### src/rtl/cec_pol_pkg.sv
package cec_pol_pkg;
  localparam int ERR_RISE  = 0;
  localparam int ERR_SHORT = 1;
  localparam int ERR_LONG  = 2;
  localparam int NUM_ERR   = 3;

  // Error-handling configuration as seen by the policy logic
  typedef struct packed {
    logic stop_on_rise;
    logic ebit_rise;
    logic ebit_long;
    logic bcast_no_ebit;
  } err_cfg_t;

  // Context captured at the header of the current frame
  typedef struct packed {
    logic active;  // frame accepted and still in progress
    logic bcast;   // destination is the broadcast address
    logic own;     // destination is one of the own addresses
    logic full;    // full listening mode at header time
  } frame_ctx_t;
endpackage

### src/rtl/cec_addr_match.sv
module cec_addr_match #(
  parameter int ADDR_W = 4
) (
  input  logic [2*ADDR_W-1:0]        hdr_byte,
  input  logic [(1<<ADDR_W)-2:0]     own_map,
  output logic                       is_bcast,
  output logic                       own_hit
);
  localparam int NUM_ADDR = (1 << ADDR_W) - 1;

  logic [ADDR_W-1:0]   dest;
  logic [NUM_ADDR-1:0] hit_vec;

  assign dest     = hdr_byte[ADDR_W-1:0];
  assign is_bcast = &dest;

  // One comparator per possible own address
  for (genvar k = 0; k < NUM_ADDR; k++) begin : g_cmp
    assign hit_vec[k] = own_map[k] & (dest == ADDR_W'(k));
  end

  assign own_hit = |hit_vec;
endmodule

### src/rtl/cec_frame_ctx.sv
module cec_frame_ctx
  import cec_pol_pkg::*;
(
  input  logic       clk,
  input  logic       rst_n,
  input  logic       hdr_valid,
  input  logic       is_bcast,
  input  logic       own_hit,
  input  logic       listen_all,
  input  logic       frame_done,
  input  logic       stop_now,
  output frame_ctx_t ctx_q
);
  frame_ctx_t ctx_d;
  logic       ctx_en;
  logic       take;

  assign take   = is_bcast | own_hit | listen_all;
  assign ctx_en = hdr_valid | frame_done | stop_now;

  always_comb begin
    ctx_d = ctx_q;
    if (hdr_valid) begin
      ctx_d.active = take;
      ctx_d.bcast  = is_bcast;
      ctx_d.own    = own_hit & ~is_bcast;
      ctx_d.full   = listen_all;
    end else if (frame_done | stop_now) begin
      ctx_d.active = 1'b0;
    end
  end

  always_ff @(posedge clk or negedge rst_n) begin
    if (!rst_n) begin
      ctx_q <= '0;
    end else if (ctx_en) begin
      ctx_q <= ctx_d;
    end
  end

  AST_FRAME_END: assert property (@(posedge clk) disable iff (!rst_n)
    frame_done && !hdr_valid |=> !ctx_q.active);
endmodule

### src/rtl/cec_err_policy.sv
module cec_err_policy
  import cec_pol_pkg::*;
(
  input  logic               clk,
  input  logic               rst_n,
  input  frame_ctx_t         ctx,
  input  err_cfg_t           cfg,
  input  logic               hdr_valid,
  input  logic               err_rise,
  input  logic               err_short,
  input  logic               err_long,
  output logic               stop_now,
  output logic [NUM_ERR-1:0] err_seen,
  output logic               ebit_q,
  output logic               stop_q
);
  logic live, involved;
  logic rise_ok, short_ok, long_ok;
  logic ebit_d, stop_d, pulse_en;

  // Errors count only inside an accepted frame, never on a header cycle
  assign live     = ctx.active & ~hdr_valid;
  assign involved = ctx.own | ctx.bcast;

  assign err_seen[ERR_RISE]  = live & err_rise;
  assign err_seen[ERR_SHORT] = live & err_short;
  assign err_seen[ERR_LONG]  = live & err_long;

  assign stop_now = err_seen[ERR_RISE] & cfg.stop_on_rise;

  // Per-error permission; the broadcast override beats the per-error enables
  always_comb begin
    if (ctx.bcast) begin
      rise_ok  = cfg.stop_on_rise & ~cfg.bcast_no_ebit;
      long_ok  = ~cfg.bcast_no_ebit;
      short_ok = ~ctx.full;
    end else begin
      rise_ok  = cfg.stop_on_rise & cfg.ebit_rise;
      long_ok  = cfg.ebit_long;
      short_ok = 1'b1;
    end
  end

  assign ebit_d = involved & ((err_seen[ERR_RISE]  & rise_ok)  |
                              (err_seen[ERR_SHORT] & short_ok) |
                              (err_seen[ERR_LONG]  & long_ok));
  assign stop_d   = stop_now;
  assign pulse_en = ebit_d | stop_d | ebit_q | stop_q;

  always_ff @(posedge clk or negedge rst_n) begin
    if (!rst_n) begin
      ebit_q <= 1'b0;
      stop_q <= 1'b0;
    end else if (pulse_en) begin
      ebit_q <= ebit_d;
      stop_q <= stop_d;
    end
  end

  AST_EBIT_HAS_CAUSE: assert property (@(posedge clk) disable iff (!rst_n)
    ebit_q |-> $past(err_rise | err_short | err_long));
  AST_EBIT_NEEDS_FRAME: assert property (@(posedge clk) disable iff (!rst_n)
    ebit_q |-> $past(ctx.active));
endmodule

### src/rtl/cec_err_flags.sv
module cec_err_flags #(
  parameter int N = 3
) (
  input  logic         clk,
  input  logic         rst_n,
  input  logic [N-1:0] set_i,
  input  logic [N-1:0] clr_i,
  output logic [N-1:0] flags_q
);
  for (genvar i = 0; i < N; i++) begin : g_flag
    logic nxt, en;
    assign en  = set_i[i] | clr_i[i];
    assign nxt = set_i[i] | (flags_q[i] & ~clr_i[i]);

    always_ff @(posedge clk or negedge rst_n) begin
      if (!rst_n) begin
        flags_q[i] <= 1'b0;
      end else if (en) begin
        flags_q[i] <= nxt;
      end
    end

    AST_FLAG_STICKY: assert property (@(posedge clk) disable iff (!rst_n)
      flags_q[i] && !clr_i[i] |=> flags_q[i]);
    AST_FLAG_SET_WINS: assert property (@(posedge clk) disable iff (!rst_n)
      set_i[i] |=> flags_q[i]);
  end
endmodule

### src/rtl/cec_rx_policy.sv
module cec_rx_policy
  import cec_pol_pkg::*;
#(
  parameter int ADDR_W = 4
) (
  input  logic                   clk,
  input  logic                   rst_n,
  input  logic                   hdr_valid,
  input  logic [2*ADDR_W-1:0]    hdr_byte,
  input  logic                   frame_done,
  input  logic [(1<<ADDR_W)-2:0] own_map,
  input  logic                   listen_all,
  input  logic                   cfg_stop_on_rise,
  input  logic                   cfg_ebit_rise,
  input  logic                   cfg_ebit_long,
  input  logic                   cfg_bcast_no_ebit,
  input  logic                   err_rise,
  input  logic                   err_short,
  input  logic                   err_long,
  input  logic [2:0]             flag_clr,
  output logic                   accept,
  output logic                   ack_drive,
  output logic                   err_bit_req,
  output logic                   rx_stop,
  output logic [2:0]             err_flags
);
  localparam int NUM_ADDR = (1 << ADDR_W) - 1;

  logic               is_bcast, own_hit, stop_now;
  logic [NUM_ERR-1:0] err_seen;
  frame_ctx_t         ctx_q;
  err_cfg_t           cfg;

  assign cfg.stop_on_rise  = cfg_stop_on_rise;
  assign cfg.ebit_rise     = cfg_ebit_rise;
  assign cfg.ebit_long     = cfg_ebit_long;
  assign cfg.bcast_no_ebit = cfg_bcast_no_ebit;

  cec_addr_match #(.ADDR_W(ADDR_W)) i_match (
    .hdr_byte (hdr_byte),
    .own_map  (own_map),
    .is_bcast (is_bcast),
    .own_hit  (own_hit)
  );

  cec_frame_ctx i_ctx (
    .clk        (clk),
    .rst_n      (rst_n),
    .hdr_valid  (hdr_valid),
    .is_bcast   (is_bcast),
    .own_hit    (own_hit),
    .listen_all (listen_all),
    .frame_done (frame_done),
    .stop_now   (stop_now),
    .ctx_q      (ctx_q)
  );

  cec_err_policy i_pol (
    .clk       (clk),
    .rst_n     (rst_n),
    .ctx       (ctx_q),
    .cfg       (cfg),
    .hdr_valid (hdr_valid),
    .err_rise  (err_rise),
    .err_short (err_short),
    .err_long  (err_long),
    .stop_now  (stop_now),
    .err_seen  (err_seen),
    .ebit_q    (err_bit_req),
    .stop_q    (rx_stop)
  );

  cec_err_flags #(.N(NUM_ERR)) i_flags (
    .clk     (clk),
    .rst_n   (rst_n),
    .set_i   (err_seen),
    .clr_i   (flag_clr),
    .flags_q (err_flags)
  );

  assign accept    = ctx_q.active;
  assign ack_drive = ctx_q.active & ctx_q.own;

  // Observation-only decode used by the assertions below
  logic [NUM_ADDR:0]  own_ext;
  logic [ADDR_W-1:0]  dest_obs;
  assign own_ext  = {1'b0, own_map};
  assign dest_obs = hdr_byte[ADDR_W-1:0];

  AST_REDUCED_REJECT: assert property (@(posedge clk) disable iff (!rst_n)
    hdr_valid && !listen_all && !(&dest_obs) && !own_ext[dest_obs] |=> !accept);
  AST_FULL_TAKES_ALL: assert property (@(posedge clk) disable iff (!rst_n)
    hdr_valid && listen_all |=> accept);
  AST_BCAST_NO_ACK: assert property (@(posedge clk) disable iff (!rst_n)
    hdr_valid && (&dest_obs) |=> !ack_drive);
  AST_STOP_DROPS: assert property (@(posedge clk) disable iff (!rst_n)
    rx_stop |-> !accept);
  AST_STOP_ONE_CYCLE: assert property (@(posedge clk) disable iff (!rst_n)
    rx_stop |=> !rx_stop);
endmodule

### config.mk
export PLATFORM = sky130hd
export DESIGN_NAME = cec_rx_policy
export DESIGN_NICKNAME = d
export VERILOG_FILES = /design/src/rtl/cec_pol_pkg.sv /design/src/rtl/cec_addr_match.sv /design/src/rtl/cec_frame_ctx.sv /design/src/rtl/cec_err_policy.sv /design/src/rtl/cec_err_flags.sv /design/src/rtl/cec_rx_policy.sv
export SDC_FILE = /design/constraint.sdc
export NUM_CORES = 1
export LEC_CHECK = 0
export ABC_AREA = 1
export BUFFER_PORTS_ARGS = -buffer_cell sky130_fd_sc_hd__buf_2
export CAP_MARGIN = 10
export CORE_UTILIZATION = 30
export DETAILED_ROUTE_END_ITERATION = 10
export PLACE_DENSITY = 0.65
export SLEW_MARGIN = 20
export SYNTH_ARGS = -nofsm -noshare
export SYNTH_HDL_FRONTEND = slang
export SYNTH_SLANG_ARGS = --single-unit
export TNS_END_PERCENT = 10
### constraint.sdc
create_clock -name clk -period 1.85 [get_ports clk]
set_input_delay 0.37 -clock clk [delete_from_list [all_inputs] [get_ports clk]]
set_output_delay 0.37 -clock clk [all_outputs]
set_load 0.02 [all_outputs]
==> run_summary.xml, run 1 <==
<?xml version="1.0" encoding="UTF-8"?>
<metrics>
  <group name="status">
    <metric name="run_status" unit="">completed</metric>
  </group>
  <group name="die">
    <metric name="boundaryPins" unit="">45</metric>
    <metric name="area_of_the_placeable_core" unit="mm²">0.00194</metric>
    <metric name="die-area" unit="mm²">0.00225</metric>
    <metric name="starting_density_of_the_core" unit="%">31.8</metric>
    <metric name="die_width" unit="µm">47.4</metric>
    <metric name="die_height" unit="µm">47.4</metric>
    <metric name="placementRows" unit="">16</metric>
  </group>
  <group name="routing">
    <metric name="remaining_drc_errors" unit="">0</metric>
    <metric name="drtIter0Drc" unit="">3</metric>
    <metric name="drt_wl_total" unit="µm">1390</metric>
    <metric name="detailroute.via_count" unit="">722</metric>
    <metric name="wl_per_cell" unit="µm">8.35</metric>
    <metric name="avgViaCountPerCell" unit="">4.35</metric>
    <metric name="detail_route.first_pass.iterations" unit="">4</metric>
    <metric name="detail-route-antenna-nets" unit="">0</metric>
  </group>
  <group name="synthesis">
    <metric name="synth_seq_area_share" unit="%">36.4</metric>
    <metric name="yosysMostFrequentCell" unit="">sky130_fd_sc_hd__nand2_1</metric>
    <metric name="syn-mean-instance-area" unit="µm²">6.44</metric>
    <metric name="postSynthRegisterBits" unit="">9</metric>
    <metric name="count_of_mapped_cells_out_of_synthesis" unit="">96</metric>
    <metric name="synth_area_leaders" unit="">sky130_fd_sc_hd__dfrtp_1 (36%), sky130_fd_sc_hd__nand2_1 (18%), sky130_fd_sc_hd__nand3_1 (12%)</metric>
    <metric name="post_synth_edffs" unit="">0</metric>
    <metric name="dominantRegCellSynth" unit="">sky130_fd_sc_hd__dfrtp_1</metric>
    <metric name="synth.largest_area_cell" unit="">sky130_fd_sc_hd__dfrtp_1</metric>
    <metric name="netlist_area" unit="µm²">618</metric>
    <metric name="yosys-top-cells-count" unit="">sky130_fd_sc_hd__nand2_1 (30), sky130_fd_sc_hd__nand3_1 (15), sky130_fd_sc_hd__inv_1 (14)</metric>
    <metric name="synthArstFlopShare" unit="%">100</metric>
    <metric name="synth_nets" unit="">134</metric>
    <metric name="synth.lib_cells_used.distinct" unit="">16</metric>
    <metric name="ys_warn_count" unit="">0</metric>
    <metric name="netlist.area_leader.share" unit="%">36.4</metric>
  </group>
  <group name="worst_setup_path">
    <metric name="critPathKind" unit="">reg2out</metric>
    <metric name="worst_setup_start_kind" unit="">register</metric>
    <metric name="critical-path-top-delay-family" unit="">flip-flops</metric>
    <metric name="critical_path.cell_chain" unit="">nand2_1 -&gt; inv_1 -&gt; buf_2</metric>
    <metric name="worst_ep_required_time" unit="ns">1.48</metric>
    <metric name="peak_fanout_along_the_critical_path" unit="">3</metric>
    <metric name="worstPathArrival" unit="ns">0.89</metric>
    <metric name="type_of_destination_of_the_critical_path" unit="">output pin</metric>
    <metric name="worst-path-buf-inv" unit="">2</metric>
    <metric name="cp_slowest_cell" unit="">sky130_fd_sc_hd__dfrtp_1</metric>
    <metric name="max_stage_delay" unit="ns">0.40</metric>
  </group>
  <group name="global_routing">
    <metric name="grt_antenna_before_repair" unit="">0</metric>
    <metric name="maximum_number_of_pins_on_one_net_before_global_route_repair" unit="">10</metric>
    <metric name="number_of_global_route_vias_before_repair" unit="">584</metric>
    <metric name="wire_length_of_the_first_global_routing_pass" unit="µm">2070</metric>
    <metric name="track_usage" unit="%">13.0</metric>
    <metric name="globalRouteOverflowTotal" unit="">0</metric>
  </group>
  <group name="clock_network">
    <metric name="clock_tree.buffer_depth" unit="">2</metric>
    <metric name="cts.htree.levels" unit="">1</metric>
    <metric name="clkSlewWorstSetupHoldPaths" unit="ns">0.06</metric>
    <metric name="ctsResizeCount" unit="">0</metric>
    <metric name="clk_sinks" unit="">9</metric>
    <metric name="clk-insertion-delay-late" unit="ns">0.25</metric>
    <metric name="cts_tree" unit="">yes</metric>
    <metric name="ctsRootBufferMaster" unit="">sky130_fd_sc_hd__clkbuf_4</metric>
    <metric name="number_of_clock_buffers_inserted_by_tritoncts" unit="">3</metric>
  </group>
  <group name="layout">
    <metric name="final_layout_size_suffix_gt1_share" unit="%">33.1</metric>
    <metric name="area_growth_syn_to_layout" unit="%">40.1</metric>
    <metric name="antenna_cells_inserted" unit="">0</metric>
    <metric name="finish.net_count" unit="">178</metric>
    <metric name="final_core_util" unit="%">44.6</metric>
  </group>
  <group name="sta">
    <metric name="finalHoldViolCount" unit="">0</metric>
    <metric name="slew_violations" unit="">0</metric>
    <metric name="max_slew.worst_pin.slew" unit="ns">0.240</metric>
    <metric name="min_period" unit="ns">1.26</metric>
    <metric name="timing.fmax" unit="GHz">0.793</metric>
    <metric name="clk_skew" unit="ns">0.00426</metric>
    <metric name="setup_repair_after_global_routing_missed_its_margin" unit="">no</metric>
    <metric name="final-setup-viol-count" unit="">0</metric>
    <metric name="final.setup.tns" unit="ns">0</metric>
    <metric name="whs" unit="ns">0.301</metric>
    <metric name="final_min_period_over_clock_period" unit="%">68.1</metric>
    <metric name="timing.slew.headroom" unit="%">83.9</metric>
  </group>
  <group name="power_and_ir_drop">
    <metric name="clockPowerShare" unit="%">28.6</metric>
    <metric name="cellPowerDensity" unit="mW/mm²">584</metric>
    <metric name="ir_drop" unit="mV">0.273</metric>
    <metric name="p_leak" unit="µW">0.000542</metric>
    <metric name="combinationalPowerShare" unit="%">27.6</metric>
    <metric name="switching_share" unit="%">29.7</metric>
    <metric name="power_frac_seq" unit="%">43.8</metric>
    <metric name="switchingPower" unit="µW">150</metric>
    <metric name="internal_power_component" unit="µW">355</metric>
  </group>
  <group name="placed_design">
    <metric name="portBuffers" unit="">40</metric>
    <metric name="gp_congestion" unit="">0.724</metric>
    <metric name="place_hpwl" unit="µm">1210</metric>
  </group>
  <group name="job">
    <metric name="max-cap-violations" unit="">0</metric>
  </group>
  <group name="min_path">
    <metric name="holdCritPathClass" unit="">in2reg</metric>
  </group>
</metrics>
==> worst reg2reg max path: stages (launching register included) <==
cell and delay (ns):
sky130_fd_sc_hd__dfrtp_1 0.38, sky130_fd_sc_hd__inv_1 0.12, sky130_fd_sc_hd__or2_1 0.14, sky130_fd_sc_hd__nand2_1 0.05
sky130_fd_sc_hd__nand3_1 0.06, sky130_fd_sc_hd__nand2_1 0.05, sky130_fd_sc_hd__o22ai_1 0.10, sky130_fd_sc_hd__inv_1 0.05
==> metal layers <==
layer	global-route usage, %	vias to the layer above	share of wire (%)
met3	2.31	0	9.9
met1	14.5	295	47
li1	-	388	-
met4	6.86	0	0
met2	23.3	39	43
met5	0	-	0
==> flip-flops by register name, indices dropped and copies added (netlist names) <==
name and count:
i_ctx.ctx_q 4, i_flags.flags_q 3, i_pol.ebit_q 1, i_pol.stop_q 1
==> final cells by class <==
cell class / count / area (µm²)
Sequential cell: 9 / 225
Inverter: 16 / 62.6
Timing Repair Buffer: 41 / 210
Tap cell: 27 / 33.8
Multi-Input combinational cell: 69 / 308
Fill cell: 221 / 1080
Clock buffer: 4 / 26.3
==> power groups by stage <==
| stage | Combinational [µW] | Clock [µW] | Sequential [µW] |
|---|---|---|---|
| finish | 140 | 144 | 222 |
| CTS | 142 | 156 | 222 |
| detailed placement | 140 | 0 | 225 |
| floorplan | 66.8 | 0 | 238 |
| global route | 159 | 165 | 224 |
| global placement | 138 | 0 | 225 |
==> per-stage QoR <==
| step | area [µm²] | total power [µW] | cells | worst slack (ns) |
|---|---|---|---|---|
| CTS | 866 | 520 | 166 | 0.565 |
| global placement | 830 | 363 | 161 | 0.491 |
| floorplan | 618 | 305 | 96 | 0.707 |
| global route | 866 | 549 | 166 | 0.505 |
| detailed placement | 830 | 365 | 161 | 0.491 |
| finish | 866 | 506 | 166 | 0.589 |
==> path summary, 6_finish.rpt <==
check	from	end	slack, ns	cells past startpoint
max	i_ctx.ctx_q[1]	ack_drive	0.59	3
min	flag_clr[1]	i_flags.flags_q[1]	0.30	2
max reg2reg	i_ctx.ctx_q[2]	i_pol.ebit_q	0.81	7
min reg2reg	i_ctx.ctx_q[2]	i_pol.ebit_q	0.49	2
max in group asynchronous	rst_n	i_flags.flags_q[0]	1.17	2
min in group asynchronous	rst_n	i_pol.ebit_q	0.50	2
==> cell usage in the layout, fill, tap and decap left out, drive strengths merged <==
cell / instances
nor2: 14
o2bb2ai: 1
or2: 1
dfrtp: 9
dlygate4sd3: 1
buf: 40
nand3: 15
clkbuf: 4
a21oi: 1
o21ai: 3
o211ai: 1
nand2: 30
nor3: 1
inv: 16
o22ai: 2
==> logic make-up (layout without fill, tap and decap cells) <==
family / Yosys count / count (layout) / synth area share [%]
flip-flops: 9 / 9 / 36.4
buffers and inverters: 18 / 61 / 13.8
AND/OR/NAND/NOR: 61 / 61 / 41.9
AO/OA/AOI/OAI: 8 / 8 / 7.89
==> timing repair <==
item	in CTS	in global routing
setup buffers	0	0
hold buffers	1	0
endpoints found under the hold margin	9	0
Note: power is estimated with default switching activity, not from simulation.
==> inputs of run 2 (changes only) <==
- ABC_AREA: 1 -> 0
- PLACE_DENSITY: 0.65 -> 0.67
- clock period: 1.85 -> 1.3 ns (I/O delays scaled with it)
==> run 2 against run 1 <==
  * Combinational power up 37%
  * Clock power grew 42%
  * Design area shrank 5.3%
  * Register-to-register slack worse by 0.64 ns
  * Global-route usage is 0.62 points higher
  * Non-clock buffer count increased by 2
  * Worst hold slack got worse by 0.11 ns
  * Flip-flop and latch count is the same
  * Cell count fell by 23%
  * Synthesized area decreased by 11%
  * Critical endpoint unchanged
==> run_summary.xml, run 2 <==
<?xml version="1.0" encoding="UTF-8"?>
<metrics>
  <group name="status">
    <metric name="run_status" unit="">completed</metric>
  </group>
  <group name="die">
    <metric name="die_height" unit="µm">44.9</metric>
    <metric name="boundaryPins" unit="">45</metric>
    <metric name="area_of_the_placeable_core" unit="mm²">0.00173</metric>
    <metric name="die-area" unit="mm²">0.00202</metric>
    <metric name="starting_density_of_the_core" unit="%">32.0</metric>
    <metric name="die_width" unit="µm">44.9</metric>
    <metric name="placementRows" unit="">15</metric>
  </group>
  <group name="synthesis">
    <metric name="netlist.area_leader.share" unit="%">40.7</metric>
    <metric name="synth.lib_cells_used.distinct" unit="">26</metric>
    <metric name="synthArstFlopShare" unit="%">100</metric>
    <metric name="post_synth_edffs" unit="">0</metric>
    <metric name="postSynthRegisterBits" unit="">9</metric>
    <metric name="syn-mean-instance-area" unit="µm²">9.70</metric>
    <metric name="synth_area_leaders" unit="">sky130_fd_sc_hd__dfrtp_1 (41%), sky130_fd_sc_hd__mux4_1 (4.8%), sky130_fd_sc_hd__mux2_2 (4.1%)</metric>
    <metric name="synth_seq_area_share" unit="%">40.7</metric>
    <metric name="yosysMostFrequentCell" unit="">sky130_fd_sc_hd__dfrtp_1</metric>
    <metric name="ys_warn_count" unit="">0</metric>
    <metric name="dominantRegCellSynth" unit="">sky130_fd_sc_hd__dfrtp_1</metric>
    <metric name="synth.largest_area_cell" unit="">sky130_fd_sc_hd__dfrtp_1</metric>
    <metric name="count_of_mapped_cells_out_of_synthesis" unit="">57</metric>
    <metric name="netlist_area" unit="µm²">553</metric>
    <metric name="yosys-top-cells-count" unit="">sky130_fd_sc_hd__dfrtp_1 (9), sky130_fd_sc_hd__nand2_1 (6), sky130_fd_sc_hd__a21oi_1 (4), sky130_fd_sc_hd__inv_1 (4), sky130_fd_sc_hd__nor2_1 (4)</metric>
    <metric name="synth_nets" unit="">95</metric>
  </group>
  <group name="min_path">
    <metric name="holdCritPathClass" unit="">in2reg</metric>
  </group>
  <group name="clock_network">
    <metric name="clk-insertion-delay-late" unit="ns">0.25</metric>
    <metric name="number_of_clock_buffers_inserted_by_tritoncts" unit="">3</metric>
    <metric name="clock_tree.buffer_depth" unit="">2</metric>
    <metric name="cts_tree" unit="">yes</metric>
    <metric name="clk_sinks" unit="">9</metric>
    <metric name="clkSlewWorstSetupHoldPaths" unit="ns">0.06</metric>
    <metric name="holdBufCountCts" unit="">1</metric>
    <metric name="ctsRootBufferMaster" unit="">sky130_fd_sc_hd__clkbuf_4</metric>
    <metric name="cts.htree.levels" unit="">1</metric>
    <metric name="postCtsSetupRepairBufs" unit="">0</metric>
    <metric name="ctsResizeCount" unit="">0</metric>
  </group>
  <group name="layout">
    <metric name="finalInstanceArea" unit="µm²">820</metric>
    <metric name="layout.cells.most_common" unit="">sky130_fd_sc_hd__buf_2</metric>
    <metric name="biggestRegsByFlops" unit="">i_ctx.ctx_q: 4 flops, i_flags.flags_q: 3 flops</metric>
    <metric name="finish.net_count" unit="">141</metric>
    <metric name="fin_cells" unit="">127</metric>
    <metric name="final_layout_size_suffix_gt1_share" unit="%">50.0</metric>
    <metric name="largest_register_ff_count" unit="">4</metric>
    <metric name="largest-register" unit="">i_ctx.ctx_q</metric>
    <metric name="antenna_cells_inserted" unit="">0</metric>
    <metric name="final_core_util" unit="%">47.5</metric>
    <metric name="layout.cells.most_common_list" unit="">sky130_fd_sc_hd__buf_2 (40), sky130_fd_sc_hd__dfrtp_1 (9), sky130_fd_sc_hd__nand2_1 (6)</metric>
    <metric name="area_growth_syn_to_layout" unit="%">48.2</metric>
  </group>
  <group name="routing">
    <metric name="drtIter0Drc" unit="">3</metric>
    <metric name="avgViaCountPerCell" unit="">4.72</metric>
    <metric name="detail-route-antenna-nets" unit="">0</metric>
    <metric name="remaining_drc_errors" unit="">0</metric>
    <metric name="detailroute.via_count" unit="">600</metric>
    <metric name="drt_wl_total" unit="µm">1250</metric>
    <metric name="detail_route.first_pass.iterations" unit="">4</metric>
    <metric name="wl_per_cell" unit="µm">9.83</metric>
  </group>
  <group name="sta">
    <metric name="final-setup-viol-count" unit="">0</metric>
    <metric name="timing.slew.headroom" unit="%">79.1</metric>
    <metric name="timing.fmax" unit="GHz">0.823</metric>
    <metric name="finalHoldViolCount" unit="">0</metric>
    <metric name="final_min_period_over_clock_period" unit="%">93.5</metric>
    <metric name="clk_skew" unit="ns">0.000384</metric>
    <metric name="whs" unit="ns">0.196</metric>
    <metric name="setup_repair_after_global_routing_missed_its_margin" unit="">no</metric>
    <metric name="max_slew.worst_pin.slew" unit="ns">0.311</metric>
    <metric name="slew_violations" unit="">0</metric>
    <metric name="min_period" unit="ns">1.22</metric>
  </group>
  <group name="placed_design">
    <metric name="gp_congestion" unit="">0.713</metric>
    <metric name="place_hpwl" unit="µm">1080</metric>
    <metric name="placed_area" unit="µm²">783</metric>
    <metric name="dp_cells" unit="">122</metric>
    <metric name="portBuffers" unit="">40</metric>
  </group>
  <group name="worst_setup_path">
    <metric name="worst_setup_start_kind" unit="">register</metric>
    <metric name="type_of_destination_of_the_critical_path" unit="">output pin</metric>
    <metric name="max_stage_delay" unit="ns">0.40</metric>
    <metric name="cp_slowest_cell" unit="">sky130_fd_sc_hd__dfrtp_1</metric>
    <metric name="peak_fanout_along_the_critical_path" unit="">4</metric>
    <metric name="critical-path-top-delay-family" unit="">flip-flops</metric>
    <metric name="worst_ep_required_time" unit="ns">1.04</metric>
    <metric name="critPathKind" unit="">reg2out</metric>
    <metric name="worstPathArrival" unit="ns">0.96</metric>
    <metric name="critical_path.cell_chain" unit="">and2_1 -&gt; buf_2</metric>
    <metric name="worst-path-buf-inv" unit="">1</metric>
  </group>
  <group name="power_and_ir_drop">
    <metric name="ir_drop" unit="mV">0.297</metric>
    <metric name="cellPowerDensity" unit="mW/mm²">869</metric>
    <metric name="p_leak" unit="µW">0.000433</metric>
  </group>
  <group name="global_routing">
    <metric name="global_route.usage.met2" unit="%">25.8</metric>
    <metric name="wire_length_of_the_first_global_routing_pass" unit="µm">1990</metric>
    <metric name="number_of_global_route_vias_before_repair" unit="">551</metric>
    <metric name="busiest_layer_in_global_routing" unit="">met2</metric>
    <metric name="globalRouteOverflowTotal" unit="">0</metric>
    <metric name="grt_util_met1" unit="%">13.8</metric>
    <metric name="maximum_number_of_pins_on_one_net_before_global_route_repair" unit="">10</metric>
    <metric name="grt_antenna_before_repair" unit="">0</metric>
    <metric name="track_usage" unit="%">13.7</metric>
    <metric name="groute.layer.met3.usage" unit="%">2.80</metric>
  </group>
  <group name="job">
    <metric name="max-cap-violations" unit="">0</metric>
  </group>
</metrics>
==> run 2: cell count changes in the layout (fill, tap and decap cells not counted), moves of 3 or more <==
cell and change:
sky130_fd_sc_hd__a21oi_1 +3, sky130_fd_sc_hd__inv_1 -10, sky130_fd_sc_hd__nand2_1 -24, sky130_fd_sc_hd__nand3_1 -14
sky130_fd_sc_hd__nor2_1 -9
==> run 2: path summary, 6_finish.rpt <==
| path | cells after the start | from | slack (ns) | end |
|---|---|---|---|---|
| setup / recovery | 2 | i_ctx.ctx_q[3] | 0.08 | ack_drive |
| max in group asynchronous | 2 | rst_n | 0.74 | i_flags.flags_q[1] |
| setup reg to reg | 4 | i_ctx.ctx_q[3] | 0.17 | i_ctx.ctx_q[3] |
| hold / removal | 2 | flag_clr[0] | 0.20 | i_flags.flags_q[0] |
| hold reg to reg | 2 | i_flags.flags_q[0] | 0.52 | i_flags.flags_q[0] |
| min in group asynchronous | 2 | rst_n | 0.38 | i_flags.flags_q[0] |
==> run 2: through the flow <==
stage	setup WS (ns)	total power (µW)	setup TNS, ns
3_5_place_dp	-0.129	515	-0.254
3_3_place_gp	-0.103	511	-0.199
4_1_cts	0.0689	727	0
6_report	0.0844	712	0
5_1_grt	0.0279	769	0
2_1_floorplan	0.00904	422	0
==> run 2: report_power, final <==
part	internal, µW	switching, µW
logic	99.5	92.9
registers	303	12.8
clock network	118	86.4
total	520	192
==> run 2: layout make-up <==
class,count,area (µm²)
Timing Repair Buffer,43,225
Tap cell,25,31.3
Sequential cell,9,225
Inverter,4,15.0
Fill cell,191,907
Clock buffer,4,26.3
Multi-Input combinational cell,42,297
==> run 2: layer usage <==
layer,wire length (µm),up-vias
met2,607,38
met4,13,0
met3,124,2
met5,0,-
met1,504,261
li1,-,299
==> run 2: worst register-to-register path: stages (launching register included) <==
cell and delay [ns]:
sky130_fd_sc_hd__dfrtp_1 0.38, sky130_fd_sc_hd__nand2b_1 0.11, sky130_fd_sc_hd__a211oi_1 0.32, sky130_fd_sc_hd__nor3_1 0.08
sky130_fd_sc_hd__a31oi_1 0.17
==> run 2: logic make-up (layout without fill, tap and decap cells) <==
| family | count (synthesis) | in the layout | synth area share (%) |
|---|---|---|---|
| AOI/OAI and AO/OA | 15 | 15 | 16.5 |
| buffers and inverters | 6 | 51 | 5.65 |
| DFF | 9 | 9 | 40.7 |
| muxes | 6 | 6 | 16.5 |
| and+or+nand+nor | 21 | 21 | 20.6 |
==> inputs of run 3 (changes only) <==
- CELL_PAD_IN_SITES_DETAIL_PLACEMENT: default -> 0
- CELL_PAD_IN_SITES_GLOBAL_PLACEMENT: default -> 1
- CORE_UTILIZATION: 30 -> 25
- MAX_ROUTING_LAYER: default -> met4
- PLACE_DENSITY: 0.67 -> 0.79
==> run 3 against run 2 <==
  * Critical path depth unchanged
  * Utilization decreased by 6.4 points
  * Via count decreased by 1.7%
  * Routed wire length increased by 3.0%
  * First-iteration DRC count increased by 33%
  * Flip-flop and latch count unchanged
  * Clock skew increased by 0.0025 ns
==> run_summary.xml, run 3 (synthesized netlist as in run 2, its figures left out) <==
<?xml version="1.0" encoding="UTF-8"?>
<metrics>
  <group name="layout">
    <metric name="area_growth_syn_to_layout" unit="%">50.0</metric>
    <metric name="antenna_cells_inserted" unit="">0</metric>
    <metric name="biggestRegsByFlops" unit="">i_ctx.ctx_q: 4 flops, i_flags.flags_q: 3 flops</metric>
    <metric name="layout.cells.most_common_list" unit="">sky130_fd_sc_hd__buf_2 (40), sky130_fd_sc_hd__dfrtp_1 (9), sky130_fd_sc_hd__nand2_1 (6)</metric>
    <metric name="finish.net_count" unit="">142</metric>
    <metric name="largest-register" unit="">i_ctx.ctx_q</metric>
    <metric name="final_layout_size_suffix_gt1_share" unit="%">50.5</metric>
    <metric name="layout.cells.most_common" unit="">sky130_fd_sc_hd__buf_2</metric>
    <metric name="largest_register_ff_count" unit="">4</metric>
  </group>
  <group name="worst_setup_path">
    <metric name="max_stage_delay" unit="ns">0.40</metric>
    <metric name="peak_fanout_along_the_critical_path" unit="">4</metric>
    <metric name="reg2regPathDepth" unit="">4</metric>
    <metric name="critical_path.cell_chain" unit="">and2_1 -&gt; buf_2</metric>
    <metric name="cp_slowest_cell" unit="">sky130_fd_sc_hd__dfrtp_1</metric>
    <metric name="critPathKind" unit="">reg2out</metric>
    <metric name="worst_ep_required_time" unit="ns">1.04</metric>
    <metric name="worst-r2r-setup-slack" unit="ns">0.17</metric>
    <metric name="reg2reg_to" unit="">i_ctx.ctx_q[3]</metric>
    <metric name="type_of_destination_of_the_critical_path" unit="">output pin</metric>
    <metric name="rr_startpoint" unit="">i_ctx.ctx_q[3]</metric>
    <metric name="worstPathArrival" unit="ns">0.96</metric>
    <metric name="endpoint" unit="">ack_drive</metric>
    <metric name="worst_setup_start_kind" unit="">register</metric>
    <metric name="critical_path.startpoint" unit="">i_ctx.ctx_q[3]</metric>
  </group>
  <group name="global_routing">
    <metric name="maximum_number_of_pins_on_one_net_before_global_route_repair" unit="">10</metric>
    <metric name="busiest_layer_in_global_routing" unit="">met2</metric>
    <metric name="number_of_global_route_vias_before_repair" unit="">609</metric>
    <metric name="track_usage" unit="%">13.4</metric>
    <metric name="grt_util_met1" unit="%">13.7</metric>
    <metric name="groute.layer.met3.usage" unit="%">2.80</metric>
    <metric name="global_route.usage.met2" unit="%">22.5</metric>
    <metric name="globalRouteOverflowTotal" unit="">0</metric>
    <metric name="grt_antenna_before_repair" unit="">0</metric>
    <metric name="wire_length_of_the_first_global_routing_pass" unit="µm">2370</metric>
  </group>
  <group name="routing">
    <metric name="detailroute.via_count" unit="">590</metric>
    <metric name="wl_per_cell" unit="µm">9.89</metric>
    <metric name="drt_wl_total" unit="µm">1290</metric>
    <metric name="detail-route-antenna-nets" unit="">0</metric>
    <metric name="remaining_drc_errors" unit="">0</metric>
    <metric name="detail_route.first_pass.iterations" unit="">3</metric>
    <metric name="drtIter0Drc" unit="">4</metric>
    <metric name="avgViaCountPerCell" unit="">4.54</metric>
  </group>
  <group name="clock_network">
    <metric name="ctsResizeCount" unit="">0</metric>
    <metric name="clkSlewWorstSetupHoldPaths" unit="ns">0.06</metric>
    <metric name="clock_tree.buffer_depth" unit="">2</metric>
    <metric name="cts.htree.levels" unit="">1</metric>
    <metric name="clk-insertion-delay-late" unit="ns">0.26</metric>
    <metric name="number_of_clock_buffers_inserted_by_tritoncts" unit="">3</metric>
    <metric name="postCtsSetupRepairBufs" unit="">0</metric>
    <metric name="clk_sinks" unit="">9</metric>
    <metric name="ctsRootBufferMaster" unit="">sky130_fd_sc_hd__clkbuf_4</metric>
    <metric name="cts_tree" unit="">yes</metric>
  </group>
  <group name="sta">
    <metric name="final-setup-viol-count" unit="">0</metric>
    <metric name="slew_violations" unit="">0</metric>
    <metric name="finalHoldViolCount" unit="">0</metric>
    <metric name="whs" unit="ns">0.194</metric>
    <metric name="clk_skew" unit="ns">0.00286</metric>
    <metric name="final.setup.tns" unit="ns">0</metric>
    <metric name="final_min_period_over_clock_period" unit="%">94.2</metric>
    <metric name="min_period" unit="ns">1.22</metric>
    <metric name="max_slew.worst_pin.slew" unit="ns">0.310</metric>
    <metric name="setup_repair_after_global_routing_missed_its_margin" unit="">no</metric>
    <metric name="timing.slew.headroom" unit="%">79.2</metric>
    <metric name="timing.fmax" unit="GHz">0.817</metric>
  </group>
  <group name="placed_design">
    <metric name="gp_congestion" unit="">0.733</metric>
    <metric name="place_hpwl" unit="µm">1130</metric>
    <metric name="portBuffers" unit="">40</metric>
  </group>
  <group name="die">
    <metric name="area_of_the_placeable_core" unit="mm²">0.00202</metric>
    <metric name="die-area" unit="mm²">0.00240</metric>
    <metric name="die_width" unit="µm">49.0</metric>
    <metric name="die_height" unit="µm">49.0</metric>
    <metric name="boundaryPins" unit="">45</metric>
    <metric name="placementRows" unit="">16</metric>
    <metric name="starting_density_of_the_core" unit="%">27.4</metric>
  </group>
  <group name="power_and_ir_drop">
    <metric name="ir_drop" unit="mV">0.340</metric>
    <metric name="p_leak" unit="µW">0.000437</metric>
    <metric name="cellPowerDensity" unit="mW/mm²">869</metric>
  </group>
  <group name="min_path">
    <metric name="hold_path_cells" unit="">2</metric>
    <metric name="holdCritPathClass" unit="">in2reg</metric>
  </group>
  <group name="status">
    <metric name="run_status" unit="">completed</metric>
  </group>
  <group name="job">
    <metric name="max-cap-violations" unit="">0</metric>
  </group>
</metrics>
==> run 3: cell types whose count changed in the layout (fill, tap and decap cells not counted), sizes merged <==
cell,previous run,this run
buf,42,43
==> run 3: final cells by class <==
class	instances	area, µm²
clock buffers	4	26.3
inverters	4	15.0
repair buffers	44	233
well taps	27	33.8
fillers	229	1190
multi-input cells	42	297
flip-flops and latches	9	225
==> run 3: metrics by stage <==
| step | util [%] | cells | area [µm²] | worst slack, ns | total power [µW] |
|---|---|---|---|---|---|
| 5_1_grt | 41.0 | 130 | 830 | 0.0225 | 775 |
| 6_report | 41.0 | 130 | 830 | 0.0755 | 721 |
| 3_5_place_dp | 39.2 | 125 | 793 | -0.127 | 518 |
| 3_3_place_gp | 39.2 | 125 | 793 | -0.0792 | 513 |
| 2_1_floorplan | - | 57 | 553 | 0.00904 | 422 |
| 4_1_cts | 41.0 | 130 | 830 | 0.0589 | 736 |
==> run 3: worst min path at each step <==
stage                startpoint                  to  slack [ns]
global route        flag_clr[1]  i_flags.flags_q[1]        0.19
floorplan                 rst_n      i_ctx.ctx_q[0]       -0.04
finish              flag_clr[1]  i_flags.flags_q[1]        0.19
detailed placement        rst_n        i_pol.stop_q        0.12
CTS                 flag_clr[1]  i_flags.flags_q[1]        0.19
global placement          rst_n  i_flags.flags_q[0]        0.12
==> run 3: power by group <==
| group | total (µW) | internal (µW) | switching, µW |
|---|---|---|---|
| clock | 209 | 118 | 91.0 |
| combinational | 195 | 101 | 94.1 |
| sequential | 316 | 303 | 13.1 |
==> run 3: repair_timing <==
action,4_1_cts,5_1_grt
setup endpoints to repair,0,0
hold endpoints to repair,9,0
hold buffers,1,0
==> run 3: critical path: cells and delay by family (launching register included) <==
kind | cells | cell delay, ns
and+or+nand+nor | 1 | 0.16
buffers and inverters | 1 | 0.15
DFF | 1 | 0.40
==> run 3: metal layers <==
metal	wire, µm	vias to the layer above
met5	0	-
met4	41	0
met3	147	5
met2	539	43
met1	558	243
li1	-	299
